[src/rtl/pt_walker_pkg.sv]
package pt_walker_pkg;
  parameter int VA_W     = 32;
  parameter int OFF_W    = 12;
  parameter int IDX_W    = 10;
  parameter int PTE_W    = 32;
  parameter int RIGHTS_W = 3;
  localparam int VPN_W   = VA_W - OFF_W;
  localparam int PFN_W   = PTE_W - OFF_W;
  localparam int ENT_B   = $clog2(PTE_W / 8);

  typedef enum logic [2:0] {
    ST_IDLE, ST_RD1, ST_WT1, ST_RD2, ST_WT2, ST_FILL, ST_FAULT
  } walk_state_e;

  function automatic logic pte_valid(input logic [PTE_W-1:0] pte);
    return pte[0];
  endfunction

  function automatic logic [PFN_W-1:0] pte_frame(input logic [PTE_W-1:0] pte);
    return pte[PTE_W-1:OFF_W];
  endfunction

  function automatic logic [RIGHTS_W-1:0] pte_rights(input logic [PTE_W-1:0] pte);
    return pte[RIGHTS_W:1];
  endfunction
endpackage

[src/rtl/pt_walk_addr.sv]
module pt_walk_addr
  import pt_walker_pkg::*;
(
  input  logic [VA_W-1:0]  root_i,
  input  logic [VPN_W-1:0] vpn_i,
  input  logic [PFN_W-1:0] l1_frame_i,
  input  logic             sel_l2_i,
  output logic [VA_W-1:0]  addr_o
);
  localparam int P2_W = VPN_W - IDX_W;

  logic [IDX_W-1:0] p1;
  logic [P2_W-1:0]  p2;
  logic [VA_W-1:0]  l1_addr, l2_addr;

  assign p1      = vpn_i[VPN_W-1:P2_W];
  assign p2      = vpn_i[P2_W-1:0];
  assign l1_addr = root_i + VA_W'({p1, {ENT_B{1'b0}}});
  // frame << OFF_W plus scaled index; the index never carries into the frame
  assign l2_addr = {l1_frame_i, p2, {ENT_B{1'b0}}};
  assign addr_o  = sel_l2_i ? l2_addr : l1_addr;
endmodule

[src/rtl/pt_walk_fsm.sv]
module pt_walk_fsm
  import pt_walker_pkg::*;
#(
  parameter int PID_W = 8
) (
  input  logic                clk_i,
  input  logic                rst_ni,
  input  logic                miss_valid_i,
  input  logic [VPN_W-1:0]    miss_vpn_i,
  input  logic [PID_W-1:0]    miss_pid_i,
  input  logic [VA_W-1:0]     root_i,
  input  logic                mem_rsp_valid_i,
  input  logic [PTE_W-1:0]    mem_rsp_data_i,
  output logic                mem_req_o,
  output logic                sel_l2_o,
  output logic [VA_W-1:0]     root_q_o,
  output logic [PFN_W-1:0]    l1_frame_o,
  output logic                busy_o,
  output logic                fill_valid_o,
  output logic [PFN_W-1:0]    fill_pfn_o,
  output logic [RIGHTS_W-1:0] fill_rights_o,
  output logic                fault_o,
  output logic                fault_level_o,
  output logic [VPN_W-1:0]    out_vpn_o,
  output logic [PID_W-1:0]    out_pid_o
);
  walk_state_e      state_q, state_d;
  logic [VPN_W-1:0] vpn_q;
  logic [PID_W-1:0] pid_q;
  logic [VA_W-1:0]  root_q;
  logic [PFN_W-1:0] frame_q;
  logic [PTE_W-1:0] leaf_q;
  logic             level_q;
  logic             rsp_ok;

  assign rsp_ok = mem_rsp_valid_i && pte_valid(mem_rsp_data_i);

  always_comb begin
    state_d = state_q;
    unique case (state_q)
      ST_IDLE:  if (miss_valid_i) state_d = ST_RD1;
      ST_RD1:   state_d = ST_WT1;
      ST_WT1:   if (mem_rsp_valid_i) state_d = rsp_ok ? ST_RD2 : ST_FAULT;
      ST_RD2:   state_d = ST_WT2;
      ST_WT2:   if (mem_rsp_valid_i) state_d = rsp_ok ? ST_FILL : ST_FAULT;
      default:  state_d = ST_IDLE;
    endcase
  end

  always_ff @(posedge clk_i or negedge rst_ni) begin
    if (!rst_ni) begin
      state_q <= ST_IDLE;
      vpn_q   <= '0;
      pid_q   <= '0;
      root_q  <= '0;
      frame_q <= '0;
      leaf_q  <= '0;
      level_q <= 1'b0;
    end else begin
      state_q <= state_d;
      if (state_q == ST_IDLE && miss_valid_i) begin
        vpn_q  <= miss_vpn_i;
        pid_q  <= miss_pid_i;
        root_q <= root_i;
      end
      if (state_q == ST_WT1 && mem_rsp_valid_i) begin
        frame_q <= pte_frame(mem_rsp_data_i);
        level_q <= 1'b0;
      end
      if (state_q == ST_WT2 && mem_rsp_valid_i) begin
        leaf_q  <= mem_rsp_data_i;
        level_q <= 1'b1;
      end
    end
  end

  assign mem_req_o     = (state_q == ST_RD1) || (state_q == ST_RD2);
  assign sel_l2_o      = (state_q == ST_RD2);
  assign root_q_o      = root_q;
  assign l1_frame_o    = frame_q;
  assign busy_o        = (state_q != ST_IDLE);
  assign fill_valid_o  = (state_q == ST_FILL);
  assign fault_o       = (state_q == ST_FAULT);
  assign fault_level_o = level_q;
  assign fill_pfn_o    = pte_frame(leaf_q);
  assign fill_rights_o = pte_rights(leaf_q);
  assign out_vpn_o     = vpn_q;
  assign out_pid_o     = pid_q;


  fill_fault_excl_chk: assert property (@(posedge clk_i) disable iff (!rst_ni)
    !(fill_valid_o && fault_o));

  done_pulse_chk: assert property (@(posedge clk_i) disable iff (!rst_ni)
    (fill_valid_o || fault_o) |=> !(fill_valid_o || fault_o) && !busy_o);

  req_after_accept_chk: assert property (@(posedge clk_i) disable iff (!rst_ni)
    (!busy_o && miss_valid_i) |=> mem_req_o && !sel_l2_o);

  req_pulse_chk: assert property (@(posedge clk_i) disable iff (!rst_ni)
    mem_req_o |=> !mem_req_o);

  l1_fault_chk: assert property (@(posedge clk_i) disable iff (!rst_ni)
    (state_q == ST_WT1 && mem_rsp_valid_i && !mem_rsp_data_i[0])
      |=> fault_o && !fault_level_o && !mem_req_o);

  l2_req_chk: assert property (@(posedge clk_i) disable iff (!rst_ni)
    (state_q == ST_WT1 && mem_rsp_valid_i && mem_rsp_data_i[0]) |=> mem_req_o && sel_l2_o);

  idle_hold_chk: assert property (@(posedge clk_i) disable iff (!rst_ni)
    (!busy_o && !miss_valid_i) |=> !busy_o);
endmodule

[src/rtl/pt_walker.sv]
module pt_walker
  import pt_walker_pkg::*;
#(
  parameter int PID_W = 8
) (
  input  logic                clk_i,
  input  logic                rst_ni,
  input  logic                miss_valid_i,
  input  logic [VPN_W-1:0]    miss_vpn_i,
  input  logic [PID_W-1:0]    miss_pid_i,
  input  logic [VA_W-1:0]     root_i,
  output logic                mem_req_o,
  output logic [VA_W-1:0]     mem_addr_o,
  input  logic                mem_rsp_valid_i,
  input  logic [PTE_W-1:0]    mem_rsp_data_i,
  output logic                busy_o,
  output logic                fill_valid_o,
  output logic [PFN_W-1:0]    fill_pfn_o,
  output logic [RIGHTS_W-1:0] fill_rights_o,
  output logic                fault_o,
  output logic                fault_level_o,
  output logic [VPN_W-1:0]    out_vpn_o,
  output logic [PID_W-1:0]    out_pid_o
);
  logic             sel_l2;
  logic [VA_W-1:0]  root_q;
  logic [PFN_W-1:0] l1_frame;

  pt_walk_fsm #(.PID_W(PID_W)) u_fsm (
    .clk_i, .rst_ni, .miss_valid_i, .miss_vpn_i, .miss_pid_i, .root_i,
    .mem_rsp_valid_i, .mem_rsp_data_i, .mem_req_o,
    .sel_l2_o(sel_l2), .root_q_o(root_q), .l1_frame_o(l1_frame),
    .busy_o, .fill_valid_o, .fill_pfn_o, .fill_rights_o,
    .fault_o, .fault_level_o, .out_vpn_o, .out_pid_o
  );

  pt_walk_addr u_addr (
    .root_i(root_q), .vpn_i(out_vpn_o), .l1_frame_i(l1_frame),
    .sel_l2_i(sel_l2), .addr_o(mem_addr_o)
  );
endmodule

[config.mk]
export PLATFORM = sky130hd
export DESIGN_NAME = pt_walker
export DESIGN_NICKNAME = d
export VERILOG_FILES = /design/src/rtl/pt_walker_pkg.sv /design/src/rtl/pt_walk_addr.sv /design/src/rtl/pt_walk_fsm.sv /design/src/rtl/pt_walker.sv
export SDC_FILE = /design/constraint.sdc
export NUM_CORES = 1
export LEC_CHECK = 0
export CAP_MARGIN = 20
export CORE_MARGIN = 2
export CORE_UTILIZATION = 47
export CTS_BUF_LIST = sky130_fd_sc_hd__clkbuf_4
export DETAILED_ROUTE_END_ITERATION = 8
export GPL_TIMING_DRIVEN = 0
export PLACE_DENSITY = 0.83
export SLEW_MARGIN = 20
export SYNTH_ARGS = -nofsm -noshare
export SYNTH_HDL_FRONTEND = slang
export SYNTH_SLANG_ARGS = --single-unit
[constraint.sdc]
create_clock -name clk_i -period 3.32 [get_ports clk_i]
set_input_delay 0.664 -clock clk_i [delete_from_list [all_inputs] [get_ports clk_i]]
set_output_delay 0.664 -clock clk_i [all_outputs]
set_load 0.02 [all_outputs]
# Word-level counts from Yosys, hierarchy flattened
# Cells that the tools add are included.
[totals]
ff_bits = 116
input_bits = 96
output_inout_bits = 88
word_cells = 35
[classes]
n_addsub = 1
eq_ne = 9
n_mux = 9
n_reduce_logical = 9
[ops]
columns = ["op", "count"]
rows = [
  ["adder 32 x 12 -> 32 bit", 1],
  ["2-to-1 mux 32 bit", 1],
  ["case mux 3 bit (5 select lines)", 1],
  ["2-to-1 mux 3 bit", 4],
  ["== test 3 bit (second input constant)", 3],
  ["== test 3 x 2 -> 1 bit (second input constant)", 2],
  ["inequality test 2 bit (second input constant)", 3],
  ["logical AND 1 bit", 4],
  ["== test 3 x 1 -> 1 bit (second input constant)", 1],
  ["zero test 3 bit", 1],
  ["AND reduction 3 bit", 1],
  ["nonzero test 3 bit", 1],
  ["2-to-1 mux 1 bit", 2],
  ["2-to-1 mux 2 bit", 1],
  ["nonzero test 2 bit", 1],
  ["logical OR 1 bit", 1],
]

# Longest topological paths before layout
[logic_depth]
depth_word = 4
ltp_mapped = 8
ltp_nobuf = 8

# Hierarchy
# Synthesis repeated with hierarchy kept, for this count alone.
[hier_totals]
cells_unflattened = 439
hier_area_um2 = 5495.3
[modules_own_cells]
columns = ["module", "n_inst", "cells_per_inst", "area_per_inst_um2"]
rows = [
  ["pt_walk_fsm", 1, 246, 4237.8],
  ["pt_walk_addr", 1, 193, 1257.5],
]

# Worst setup path after synthesis
# No wires, ideal clock.
[synth_timing]
path_type = "flip-flop to output port"
from = "register u_fsm.vpn_q[10], in the netlist u_fsm.out_vpn_o[10]"
to = "output port mem_addr_o[18]"
t_arrival_ns = 2.532
t_required_ns = 2.656
slack_ns = 0.124
path_stages_with_launch = 9
cell_sequence = "dfrtp_1 -> ha_1 -> fa_1 -> a21o_1 -> a221oi_2 -> o221ai_2 -> nand4_1 -> xor2_1 -> o21ai_0"
[synth_via]
elab_chain_cells = 2
[synth_lines]
columns = ["element", "line", "source"]
rows = [
  ["start, declared", "pt_walk_fsm.sv:28", "logic [VPN_W-1:0] vpn_q;"],
  ["start signal, assigned", "pt_walk_fsm.sv:62", "vpn_q <= miss_vpn_i;"],
  ["adder 32 x 12 -> 32 bit", "pt_walk_addr.sv:18", "assign l1_addr = root_i + VA_W'({p1, {ENT_B{1'b0}}});"],
  ["2-to-1 mux 32 bit", "pt_walk_addr.sv:21", "assign addr_o = sel_l2_i ? l2_addr : l1_addr;"],
  ["end, declared", "pt_walker.sv:13", "output logic [VA_W-1:0] mem_addr_o,"],
]
# No other way between the ends.

# Final worst setup path
[layout_timing]
from = "register u_fsm.vpn_q[10], in the netlist u_fsm.out_vpn_o[10]"
to = "output port mem_addr_o[10]"
# The elaborated chain is that of the path after synthesis.

==> metrics.cfg <==
[synthesis]
synth_cell_types=45
yosysWarnings=0
syn_inst=438
ys_seq_area_share_pct=50.9
synth.avg_cell_area_um2=12.0
ys_seq_elements=107
synth-edff-count=0
synth.top_cell.area_share_pct=50.9
ys.flop_type=dfrtp_1
synthTopCellsByArea=dfrtp_1, mux2_2, nand2_1
synth_area_um2=5260
syn-num-nets=545
yosys.area.top_type=dfrtp_1
async_reset_ff_share_pct=100

[die]
coreArea_um2=10900
die_area_um2=12100
die_width_um=110
die_y_um=110
rows=38
initial_core_util_pct=48.3
io_pins=184

[layout]
final_common_cell=clkdlybuf4s50_1
nets=747
drive_above_1_share_pct=32.9
nFillCells=813
layout_common_cells=clkdlybuf4s50_1, dfrtp_1, mux2_2
area_delta_synth_final_pct=46.1

[sta]
slew_headroom_pct=34.2
slew_violations=0
clock_skew_ns=0.0158
tightestPinTransition_ns=0.984
hold_viol_final=0
setup_viol=12
max_freq_mhz=281
period_minus_slack_ns=3.55
finalHoldWorstSlack_ns=0.0711
rsz0062_at_grt=yes
tns_ns=-1.77
post-route-worst-setup-slack_ns=-0.234
finalCritPeriodShare_pct=107

[placement]
portBuffers=175
gp_congestion=0.820
dp_slack_ns=-0.423
dpl.hpwl_mm=10.4

[critical_path]
crit_buf_inv=4
path_delay_family=compound AO/OA/AOI/OAI gates
r2r_setup_slack_ns=1.00
cp_slowest_cell=dfrtp_1
r2r-start=u_fsm.state_q[1]
crit_fanout=3
worstRegToRegCells=4
reg2reg_to=u_fsm.root_q_o[8]
worst_path_largest_cell_delay_ns=0.44
crit_top_cell=buf_4
critPathArrivalTime_ns=2.89
cp-end-kind=primary output
crit_chain=ha_4 > fa_2 > a21o_1 > a221oi_4 > buf_12 > buf_4 > buf_6 > o21ai_2 > a21oi_2 > xor2_1 > o21ai_1 > buf_4
critical_path_class=flip-flop to primary output
worstPathRequired_ns=2.66
startpoint_type=flip-flop

[clocking]
clk_path_buf_depth=2
clk_pin_slew_ns=0.16
cts_tree=built
clock-sinks=107
worstSkewPairLatency_ns=0.46
cts_buffers=9
cts_hold_buffers=0
cts_root_buffer=clkbuf_4
htree_num_levels=3

[grt]
grt_max_degree=74
first_global_vias=4265
grt_pass1_wl_mm=21.5
grt_overflow=0
antenna_found_initial=1
grt_usage_pct=23.7

[drt]
wire_per_inst_um=18.2
drc=0
vias_per_cell=5.35
ant_nets=0
drt-total-wl_mm=14.3
drtPass1Iterations=4
routed-via-count=4204
drt_iter0_drc=111

[min_path]
hp-class=input pin to asynchronous set/reset pin

[power_and_ir_drop]
ir_drop_v=0.000695
p_leak_nw=3.17
p_per_area_nw_per_um2=1200

[status]
status=finished with violations
violations=setup timing

[run]
drv_cap=0

==> worst max path at each step <==
| stage | from | to | slack, ns | depth (start not counted) |
|---|---|---|---|---|
| final | u_fsm.out_vpn_o[10] | mem_addr_o[10] | -0.23 | 12 |
| after global routing | u_fsm.root_q_o[2] | mem_addr_o[28] | -0.36 | 10 |
| after CTS | u_fsm.out_vpn_o[10] | mem_addr_o[26] | -0.26 | 10 |
| after detailed placement | u_fsm.out_vpn_o[10] | mem_addr_o[30] | -0.42 | 9 |
| after global placement | rst_ni | u_fsm.leaf_q[1] | -2.32 | 1 |
| after floorplan | u_fsm.out_vpn_o[10] | mem_addr_o[18] | 0.12 | 8 |
==> cell usage after synthesis, drive strengths merged, types with 8 or more instances <==
library cell,number
dfrtp,107
mux2,102
nand2,42
o21ai,28
a21oi,18
buf,15
xnor2,14
nor2,12
xor2,12
ha,10
nand3,10
and3,9
inv,8
==> metal layers <==
| layer | GRT usage (%) | up-vias | part of all wire [%] |
|---|---|---|---|
| li1 | - | 1960 | - |
| met1 | 29.0 | 2079 | 42 |
| met2 | 40.9 | 134 | 50 |
| met3 | 4.33 | 31 | 4.5 |
| met4 | 10.1 | 0 | 3.4 |
| met5 | 0 | - | 0 |
==> sequential cells by signal, indices dropped and copies added (netlist names) <==
name                 count
u_fsm.root_q_o          32
u_fsm.leaf_q            23
u_fsm.l1_frame_o        20
u_fsm.out_vpn_o         20
u_fsm.out_pid_o          8
u_fsm.state_q            3
u_fsm.fault_level_o      1
==> cells by family (layout without fill, tap and decap cells) <==
kind of cell	after synthesis	after routing	share of synthesized area, %
adders and majority gates	11	11	2.76
buffers and inverters	28	234	2.38
DFF	107	107	50.9
AOI/OAI and AO/OA	66	67	8.40
muxes	102	102	21.8
and+or+nand+nor	98	98	9.37
other	0	1	0
xor gates and xnor gates	26	26	4.33
==> where the power goes <==
group | internal (W) | leakage, nW | switching, W
sequential | 0.00197 | 1.27 | 0.000570
combinational | 0.00296 | 1.81 | 0.00299
clock | 0.000305 | 0.0877 | 0.000425
==> cell type report <==
cell class / count / area [µm²] / area share, %
buffer: 20 / 103 / 1.34
inverter: 8 / 30.0 / 0.391
tap: 140 / 175 / 2.28
sequential: 107 / 2680 / 34.9
multi-input combinational: 304 / 2680 / 34.9
timing repair buffer: 190 / 1850 / 24.1
clock inverter: 7 / 91.3 / 1.19
antenna: 1 / 2.50 / 0.0326
clock buffer: 9 / 67.6 / 0.879
==> repair_timing <==
item,4_1_cts,5_1_grt
gates resized for setup,125,59
buffers inserted,7,7
pin swaps,16,21
setup endpoints to repair,30,27
gates cloned,1,0
==> stage by stage <==
stage               area, µm²  instances  utilization [%]  total power [W]
floorplan                5260        438                -          0.00555
global placement         7190        753             66.0          0.00770
detailed placement       7210        754             66.3          0.00786
CTS                      7530        778             69.2          0.00885
global route             7680        786             70.6          0.00971
finish                   7680        786             70.6          0.00921
Power figures use the tool's default switching activity.
